File: src/rtl/pcirq_pkg.sv
package pcirq_pkg;

    localparam int unsigned PCIRQ_PORT_W = 8;
    localparam int unsigned PCIRQ_NPORTS = 2;

    typedef enum logic [0:0] {
        PH_PRIME = 1'b0,
        PH_WATCH = 1'b1
    } pcirq_phase_e;

endpackage

File: src/rtl/pcirq_port.sv
module pcirq_port
    import pcirq_pkg::*;
#(
    parameter int unsigned W = PCIRQ_PORT_W
) (
    input  logic         clk,
    input  logic         rst_n,
    input  logic [W-1:0] pins_i,
    input  logic [W-1:0] dir_in_i,
    input  logic         rd_ack_i,
    output logic [W-1:0] snap_o,
    output logic         pend_o
);

    typedef struct packed {
        pcirq_phase_e phase;
        logic [W-1:0] snap;
        logic         pend;
    } port_st_t;

    port_st_t st_d, st_q;
    logic [W-1:0] diff_w;

    // Input pins that currently disagree with the captured snapshot.
    assign diff_w = (pins_i ^ st_q.snap) & dir_in_i;

    always_comb begin
        st_d = st_q;
        unique case (st_q.phase)
            PH_PRIME: begin
                st_d.snap  = pins_i;
                st_d.pend  = 1'b0;
                st_d.phase = PH_WATCH;
            end
            PH_WATCH: begin
                if (rd_ack_i) begin
                    st_d.snap = pins_i;
                    st_d.pend = 1'b0;
                end else begin
                    st_d.pend = |diff_w;
                end
            end
            default: st_d.phase = PH_PRIME;
        endcase
    end

    always_ff @(posedge clk) begin
        if (!rst_n) begin
            st_q.phase <= PH_PRIME;
            st_q.snap  <= '0;
            st_q.pend  <= 1'b0;
        end else begin
            st_q <= st_d;
        end
    end

    assign snap_o = st_q.snap;
    assign pend_o = st_q.pend;

    p_prime_quiet_r1: assert property (@(posedge clk) disable iff (!rst_n)
        (st_q.phase == PH_PRIME) |=> !pend_o);

    p_ack_clears_r5: assert property (@(posedge clk) disable iff (!rst_n)
        (st_q.phase == PH_WATCH && rd_ack_i) |=> !pend_o);

    p_ack_relatch_r5: assert property (@(posedge clk) disable iff (!rst_n)
        (st_q.phase == PH_WATCH && rd_ack_i) |=> (snap_o == $past(pins_i)));

    p_snap_hold_r6: assert property (@(posedge clk) disable iff (!rst_n)
        (st_q.phase == PH_WATCH && !rd_ack_i) |=> $stable(snap_o));

    p_outputs_silent_r3: assert property (@(posedge clk) disable iff (!rst_n)
        (!rd_ack_i && dir_in_i == '0) |=> !pend_o);

endmodule

File: src/rtl/pcirq_merge.sv
module pcirq_merge #(
    parameter int unsigned N = 2
) (
    input  logic [N-1:0] pend_i,
    output logic         drive_low_o
);

    logic [N:0] acc_w;

    assign acc_w[0] = 1'b0;

    for (genvar g = 0; g < N; g++) begin : g_or
        assign acc_w[g+1] = acc_w[g] | pend_i[g];
    end

    assign drive_low_o = acc_w[N];

endmodule

File: src/rtl/pin_change_irq.sv
module pin_change_irq
    import pcirq_pkg::*;
#(
    parameter int unsigned PORT_W = PCIRQ_PORT_W,
    parameter int unsigned NPORTS = PCIRQ_NPORTS
) (
    input  logic                     clk,
    input  logic                     rst_n,
    input  logic [NPORTS*PORT_W-1:0] pins_i,
    input  logic [NPORTS*PORT_W-1:0] dir_in_i,
    input  logic [NPORTS-1:0]        rd_ack_i,
    output logic [NPORTS*PORT_W-1:0] snap_o,
    output logic [NPORTS-1:0]        port_pend_o,
    output logic                     irq_drive_low_o
);

    localparam int unsigned TOTAL_W = NPORTS * PORT_W;

    logic [TOTAL_W-1:0] snap_w;
    logic [NPORTS-1:0]  pend_w;

    for (genvar p = 0; p < NPORTS; p++) begin : g_port
        pcirq_port #(.W(PORT_W)) i_port (
            .clk      (clk),
            .rst_n    (rst_n),
            .pins_i   (pins_i[p*PORT_W +: PORT_W]),
            .dir_in_i (dir_in_i[p*PORT_W +: PORT_W]),
            .rd_ack_i (rd_ack_i[p]),
            .snap_o   (snap_w[p*PORT_W +: PORT_W]),
            .pend_o   (pend_w[p])
        );
    end

    pcirq_merge #(.N(NPORTS)) i_merge (
        .pend_i      (pend_w),
        .drive_low_o (irq_drive_low_o)
    );

    assign snap_o      = snap_w;
    assign port_pend_o = pend_w;

    p_irq_release_r4: assert property (@(posedge clk) disable iff (!rst_n)
        (port_pend_o == '0) |-> !irq_drive_low_o);

    p_irq_raise_r8: assert property (@(posedge clk) disable iff (!rst_n)
        ($countones(port_pend_o) > 0) |-> irq_drive_low_o);

endmodule

File: config.mk
export PLATFORM = sky130hd
export DESIGN_NAME = pin_change_irq
export DESIGN_NICKNAME = d
export VERILOG_FILES = /design/src/rtl/pcirq_pkg.sv /design/src/rtl/pcirq_port.sv /design/src/rtl/pcirq_merge.sv /design/src/rtl/pin_change_irq.sv
export SDC_FILE = /design/constraint.sdc
export NUM_CORES = 1
export LEC_CHECK = 0
export ABC_CLOCK_PERIOD_IN_PS = 2100
export BUFFER_PORTS_ARGS = -buffer_cell sky130_fd_sc_hd__buf_2
export CORE_MARGIN = 2
export CORE_UTILIZATION = 46
export CTS_CLUSTER_DIAMETER = 30
export DETAILED_ROUTE_END_ITERATION = 7
export GPL_TIMING_DRIVEN = 0
export PLACE_DENSITY = 0.83
export SYNTH_ARGS = -nofsm -noshare
export SYNTH_HDL_FRONTEND = slang
export SYNTH_SLANG_ARGS = --single-unit
File: constraint.sdc
create_clock -name clk -period 2.1 [get_ports clk]
set_clock_uncertainty 0.1 [all_clocks]
set_input_delay 0.105 -clock clk [delete_from_list [all_inputs] [get_ports clk]]
set_output_delay 0.105 -clock clk [all_outputs]
set_load 0.05 [all_outputs]
Yosys cells after proc, flatten, opt, wreduce, memory -nomap -nowiden
Cells that the tools add are included.
Cells by class
  equality and inequality tests: 2
  muxes and demuxes: 8
  bitwise logic cells: 7
  reduce and logical (&&, ||, !) cells: 2
Operators with widths (count)
  9-bit one-hot mux with 2 select lines: 2
  10-bit two-way mux: 2
  8-bit bitwise AND: 2
  8-bit two-way mux: 2
  8-bit OR reduction: 2
  8-bit bitwise XOR: 2
  2-bit != test (second input constant): 2
  1-bit two-way mux: 2
  1-bit inverter: 2
  1-bit bitwise OR: 1
Storage, ports and cells
  flip-flop bits (word level): 20
  input port bits: 36
  output and inout port bits: 19
  word-level logic and storage cells: 25

Depth between registers and ports, before layout
Gate-level depths: netlist (run 1).
  depth in word-level cells: 6
  depth in mapped cells: 4

Cells and area by module
From an unflattened synthesis (run 1), not the netlist that was laid out.
Second synthesis, totals
  cell total of the unflattened synthesis: 121
  area total of the unflattened synthesis: 1049.8 um^2
By module, submodules not included
  pcirq_port: times used 2, cells an instance 60, area each 521.8 um^2, sequential area each 200.2 um^2
  pcirq_merge: times used 1, cells an instance 1, area each 6.3 um^2, sequential area each 0.0 um^2

Worst setup path after synthesis (run 1)
Ideal clock, no wire load.
  path type: flip-flop to flip-flop
  start: register g_port[1].i_port.st_q, in the netlist g_port[1].i_port.snap_o[6]
  end: register g_port[1].i_port.st_q, in the netlist g_port[1].i_port.pend_o
  arrival time: 1.254 ns
  data required time: 1.873 ns
  setup slack: 0.619 ns
  cell stages (with the launch flop): 5
  path buffers: 0
  cells stage by stage: dfxtp_1 > xor2_1 > a22o_1 > a221oi_2 > a31oi_1
On the way
  longest elaborated chain between the ends: 5
RTL lines
  start: declaration: RTL line pcirq_port.sv:21  | port_st_t st_d, st_q;
  start signal: assignment: RTL line pcirq_port.sv:53  | st_q <= st_d;
  8-bit bitwise XOR: RTL line pcirq_port.sv:25  | assign diff_w = (pins_i ^ st_q.snap) & dir_in_i;
  8-bit bitwise AND: RTL line pcirq_port.sv:25
  8-bit OR reduction: RTL line pcirq_port.sv:40  | st_d.pend = |diff_w;
  1-bit two-way mux: RTL line pcirq_port.sv:36  | if (rd_ack_i) begin
  9-bit one-hot mux with 2 select lines: RTL line pcirq_port.sv:29  | unique case (st_q.phase)
Every way passes these cells.
A chain may end at the register's enable or synchronous reset.

Worst setup path in the final report (run 1)
  start: input pins_i[6]
  end: register g_port[0].i_port.st_q, in the netlist g_port[0].i_port.pend_o
On the way
  longest elaborated chain between the ends: 5
RTL lines
  start: declaration: RTL line pin_change_irq.sv:9  | input logic [NPORTS*PORT_W-1:0] pins_i,
  8-bit bitwise XOR: RTL line pcirq_port.sv:25
  8-bit bitwise AND: RTL line pcirq_port.sv:25
  8-bit OR reduction: RTL line pcirq_port.sv:40
  1-bit two-way mux: RTL line pcirq_port.sv:36
  9-bit one-hot mux with 2 select lines: RTL line pcirq_port.sv:29
  end signal: assignment: RTL line pcirq_port.sv:53
  end: declaration: RTL line pcirq_port.sv:21
Every way passes these cells.

==> results of run 1 <==
## layout make-up
type | count | area, um2 | area share
multi-input cells | 81 | 509 | 0.342
repair buffers | 71 | 440 | 0.296
flip-flops and latches | 19 | 380 | 0.256
plain buffers | 15 | 96.3 | 0.0648
well taps | 27 | 33.8 | 0.0227
clock buffers | 3 | 22.5 | 0.0151
clock inverters | 1 | 5.00 | 0.00336
## cell usage after synthesis
cell type  count
buf_4         10
a22o_1         2
nand2b_1       2
dfxtp_1       19
xor2_1        16
a221oi_2       2
a31oi_1        2
buf_2          2
or2_2          1
clkbuf_1       3
a21boi_0      16
nand2_1       34
a22oi_1        4
nor2b_1        2
## flip-flops by register name (all words and copies together) (netlist names)
name,flops
g_port.i_port.snap_o,16
g_port.i_port.pend_o,2
g_port.i_port.st_q,1
## tightest hold or removal path: cells and delay by family
family,cells,cell delay (ns)
compound gates,2,0.19
buf+inv,1,0.08
## cell usage in the layout, fill, tap and decap left out, types with 2 or more instances in the layout
cell and instances:
buf_2 56, nand2_1 34, dfxtp_1 19, dlygate4sd3_1 17, a21boi_0 16, xor2_1 16
buf_4 10, a22oi_1 4, clkbuf_1 3, clkbuf_4 3, nor2b_1 2, nand2b_1 2
a22o_1 2, a221oi_2 2, a31oi_1 2
## what timing repair did
| action | in CTS | in global routing |
|---|---|---|
| resized for setup | 0 | 0 |
| endpoints found under the hold margin | 17 | 0 |
| hold buffers | 17 | 0 |
## where the power goes
group	internal [W]	switching (W)	leakage, nW
sequential	0.000382	0.0000180	0.158
combinational	0.000115	0.000154	0.599
clock	0.0000710	0.000110	0.0177
total	0.000569	0.000282	0.774
## logic make-up (layout without fill, tap and decap cells)
kind of cell,count (synthesis),in the layout,share of synthesized area
compound gates,26,26,0.213
xor+xnor,16,16,0.142
buf+inv,15,90,0.0977
flops,19,19,0.386
simple gates,39,39,0.161
## layer usage
metal | global-route usage | share of wire | vias up
li1 | - | - | 519
met1 | 0.224 | 0.37 | 451
met2 | 0.382 | 0.56 | 35
met3 | 0.0595 | 0.050 | 6
met4 | 0.0766 | 0.018 | 0
met5 | 0 | 0 | -
## how the worst max path moves through the flow
stage | startpoint | end | slack, ns | depth (start not counted)
5_1_grt | pins_i[6] | g_port[0].i_port.pend_o$_SDFF_PN0_ | 0.72 | 6
3_5_place_dp | g_port[0].i_port.snap_o[6]$_SDFFE_PN0P_ | g_port[0].i_port.pend_o$_SDFF_PN0_ | 0.86 | 4
2_1_floorplan | g_port[1].i_port.snap_o[6]$_SDFFE_PN0P_ | g_port[1].i_port.pend_o$_SDFF_PN0_ | 0.62 | 4
4_1_cts | pins_i[6] | g_port[0].i_port.pend_o$_SDFF_PN0_ | 0.76 | 6
6_report | pins_i[6] | g_port[0].i_port.pend_o$_SDFF_PN0_ | 0.74 | 6
3_3_place_gp | g_port[0].i_port.snap_o[6]$_SDFFE_PN0P_ | g_port[0].i_port.pend_o$_SDFF_PN0_ | 0.85 | 4
## stage by stage
step / cells / total power, W / setup WS (ns) / area (um2)
3_3_place_gp: 196 / 0.000646 / 0.852 / 1290
5_1_grt: 217 / 0.000901 / 0.721 / 1490
6_report: 217 / 0.000851 / 0.736 / 1490
3_5_place_dp: 196 / 0.000652 / 0.862 / 1290
4_1_cts: 217 / 0.000857 / 0.755 / 1490
2_1_floorplan: 115 / 0.000575 / 0.619 / 986
==> results.yml, run 1 <==
clock_tree:
  clkSinkCount: 19
  cts_tree: "done"
  cts_setup_buffers: 0
  cts_max_level: 1
  clock_tree.buffer_depth: 2
  clk_pin_slew_ns: 0.11
  root_buffer: "clkbuf_4"
  cts-buffers-inserted: 3
  insertion_delay_ns: 0.30
setup_path:
  crit_path_top_delay_cell: "dlygate4sd3_1"
  r2r-start: "g_port[0].i_port.snap_o[6]$_SDFFE_PN0P_"
  regToRegSetupSlack_ns: 0.85
  cp_max_fo: 2
  path_cells: "dlygate4sd3_1, buf_2, xor2_1, a22o_1, a221oi_2, a31oi_1"
  setup.worst_path.start_class: "input pin"
  cp.arrival_ns: 1.45
  slowest_delay_ns: 0.53
  crit_type: "input pin to flip-flop"
  cp.required_ns: 2.19
  r2r.worst_path.cells: 4
  critPathTopFamily: "buffers and inverters"
  path_buf_inv: 2
  critPathCaptureType: "flip-flop"
  worstReg2RegEnd: "g_port[0].i_port.pend_o$_SDFF_PN0_"
min_path:
  hp-start: "dir_in_i[7]"
  hold_class: "input pin to flip-flop"
  hold_end: "g_port[0].i_port.pend_o$_SDFF_PN0_"
  whs_path_depth: 3
final_layout:
  fin_util: 0.751
  diodes: 0
  area_delta_synth_final_pct: 50.9
  fillCellCount: 143
  drive_gt1_frac: 0.384
  fin_nets: 227
drt:
  ant_nets: 0
  firstDrtPassIters: 4
  wl_mm: 2.44
  vias: 1011
  wire_per_inst_um: 11.2
  drc: 0
  drt-vias-per-instance: 4.66
  drtIter0Drc: 15
sta:
  rsz0062_at_grt: "false"
  hold_viol_final: 0
  period_minus_slack_ns: 1.36
  slew_headroom: 0.759
  fin_setup_tns_ns: 0
  setup_viol: 0
  drv_slew: 0
  fmax_mhz: 733
  finalCritPeriodShare: 0.650
  whs_ns: 0.00852
  tightest_slew_ns: 0.361
synthesis:
  synth_fp_nets: 151
  synth_top_area_frac: 0.386
  ys_ff_latch: 19
  synth_area_leaders: "dfxtp_1 (39%), xor2_1 (14%), nand2_1 (13%)"
  ys_warn_count: 0
  syn_area_um2: 986
  yosysTopAreaCell: "dfxtp_1"
  synth_area_per_cell_um2: 8.57
  seq_area_frac_synth: 0.386
  netlist_instances: 115
  synthDistinctLibCells: 14
flow_run:
  maxCapViolations: 0
die:
  rows: 16
  core_area_um2: 1980
  die-area_um2: 2530
  initial_core_util: 0.497
  die_h_um: 50.3
  die_x_um: 50.3
  pin_count: 55
global_route:
  grt_antenna_before_repair: 0
  grt_usage: 0.208
  grt_max_degree: 12
  grt_pass1_wl_mm: 4.02
  grt_pass1_vias: 967
  grt_overflow: 0
power_and_ir_drop:
  p_per_area_nw_per_um2: 572
  ir_drop_uv: 567
  p_leak_nw: 0.774
placed_design:
  hpwl_mm: 1.75
  gp_congestion: 0.855
  portBuffers: 54
run_status:
  status: "finished, final reports clean"
(Power assumes the default switching activity.)
==> inputs of run 2 (changes only) <==
- ABC_CLOCK_PERIOD_IN_PS: 2100 -> 1400
- CORE_UTILIZATION: 46 -> 43
- PLACE_DENSITY: 0.83 -> 0.78
- clock period: 2.1 -> 1.4 ns (I/O delays scaled with it)
==> run 2 against run 1 <==
Sequential share of layout area shrank 0.89 points; sequential power up 50%; clock-buffer cell count stayed put; register-to-register slack got worse by 0.72 ns; hold slack improved by 0.0024 ns; highest routed layer unchanged.
==> results.yml, run 2 (same netlist as run 1, synthesis figures left out) <==
run_status:
  status: "finished, final reports clean"
die:
  pin_count: 55
  die_x_um: 51.9
  initial_core_util: 0.450
  rows: 17
  die_h_um: 51.9
  die-area_um2: 2690
  core_area_um2: 2190
global_route:
  grt_pass1_vias: 1066
  grt_antenna_before_repair: 0
  grt_max_degree: 12
  grt_usage: 0.220
  grt_pass1_wl_mm: 4.26
  grt_overflow: 0
drt:
  drtIter0Drc: 12
  drc: 0
  firstDrtPassIters: 5
  wl_mm: 2.72
  ant_nets: 0
  drt-vias-per-instance: 4.73
  wire_per_inst_um: 12.1
  vias: 1059
final_layout:
  diodes: 0
  drive_gt1_frac: 0.383
  fin_util: 0.708
  fin_nets: 233
  final_common_cell: "buf_2"
  design_area_um2: 1550
  area_delta_synth_final_pct: 57.4
  layout_common_cells: "buf_2 (56), nand2_1 (34), dlygate4sd3_1 (23)"
  fillCellCount: 168
  largest_register_ffs: 16
clock_tree:
  root_buffer: "clkbuf_4"
  insertion_delay_ns: 0.29
  cts_resized: 0
  ctsHoldBuffers: 23
  cts-buffers-inserted: 3
  clk_pin_slew_ns: 0.10
  cts_setup_buffers: 0
  cts_max_level: 1
  clock_tree.buffer_depth: 2
  clkSinkCount: 19
  cts_tree: "done"
setup_path:
  crit_type: "input pin to flip-flop"
  cp.required_ns: 1.48
  slowest_delay_ns: 0.54
  crit_path_top_delay_cell: "dlygate4sd3_1"
  setup.worst_path.start_class: "input pin"
  path_cells: "dlygate4sd3_1, buf_2, xor2_1, a22o_1, a221oi_2, a31oi_1"
  cp_max_fo: 2
  critPathCaptureType: "flip-flop"
  cp.arrival_ns: 1.43
sta:
  tightest_slew_ns: 0.374
  fin_setup_tns_ns: 0
  drv_slew: 0
  slew_headroom: 0.751
  fmax_mhz: 742
  hold_viol_final: 0
  rsz0062_at_grt: "false"
  period_minus_slack_ns: 1.35
  finalCritPeriodShare: 0.963
  setup_viol: 0
power_and_ir_drop:
  p_per_area_nw_per_um2: 830
  combPwrFrac: 0.326
  p_switching_w: 0.000423
  p_clk_frac: 0.206
  p_total_w: 0.00129
  switching_share: 0.329
  pwr-share-seq: 0.468
  p_leak_nw: 0.800
  power.internal_w: 0.000865
  ir_drop_uv: 586
flow_run:
  maxCapViolations: 0
placed_design:
  gp_congestion: 0.813
  dpl_cell_area_um2: 1290
  hpwl_mm: 1.85
  portBuffers: 54
min_path:
  hold_class: "input pin to flip-flop"
==> run 2: power groups by stage <==
stage                     Sequential (W)  Clock (W)  Combinational [W]
after global placement          0.000612          0           0.000358
after floorplan                 0.000660          0           0.000204
after detailed placement        0.000615          0           0.000367
after CTS                       0.000603   0.000278           0.000418
after global routing            0.000607   0.000307           0.000451
final                           0.000602   0.000265           0.000420
==> run 2: final timing paths <==
| kind | endpoint | slack, ns | start | cells after the start |
|---|---|---|---|---|
| worst max-delay path | g_port[0].i_port.pend_o$_SDFF_PN0_ | 0.05 | pins_i[6] | 6 |
| worst min-delay path | g_port[0].i_port.pend_o$_SDFF_PN0_ | 0.01 | dir_in_i[4] | 3 |
| worst max register to register | g_port[0].i_port.pend_o$_SDFF_PN0_ | 0.13 | g_port[0].i_port.snap_o[6]$_SDFFE_PN0P_ | 4 |
| worst min register to register | g_port[1].i_port.snap_o[1]$_SDFFE_PN0P_ | 0.38 | g_port[1].i_port.snap_o[1]$_SDFFE_PN0P_ | 2 |
==> run 2: cell type report <==
class	instances	area (um2)	area share
multi-input combinational	81	509	0.328
timing repair buffer	77	500	0.323
buffer	15	96.3	0.0621
clock inverter	1	5.00	0.00323
clock buffer	3	22.5	0.0145
sequential	19	383	0.247
tap	28	35.0	0.0226
==> run 2: critical path, delay by kind of cell <==
kind / cells / cell delay [ns]
compound gates: 3 / 0.55
xor+xnor: 1 / 0.14
buf+inv: 2 / 0.67
==> run 2: routing by layer <==
metal  vias to the layer above  global-route usage  wire length [um]
met3                        14              0.0201                95
met1                       477               0.210               972
met4                         0               0.180               159
li1                        533                   -                 -
met2                        35               0.416              1490
met5                         -                   0                 0
==> run 2: per-stage QoR <==
step	worst slack, ns	hold WS (ns)	instances
5_1_grt	0.0192	0.00750	224
6_report	0.0519	0.0109	224
3_5_place_dp	0.139	0.204	197
2_1_floorplan	0.0274	-0.00228	115
4_1_cts	0.0654	0.000987	224
3_3_place_gp	0.162	0.207	197
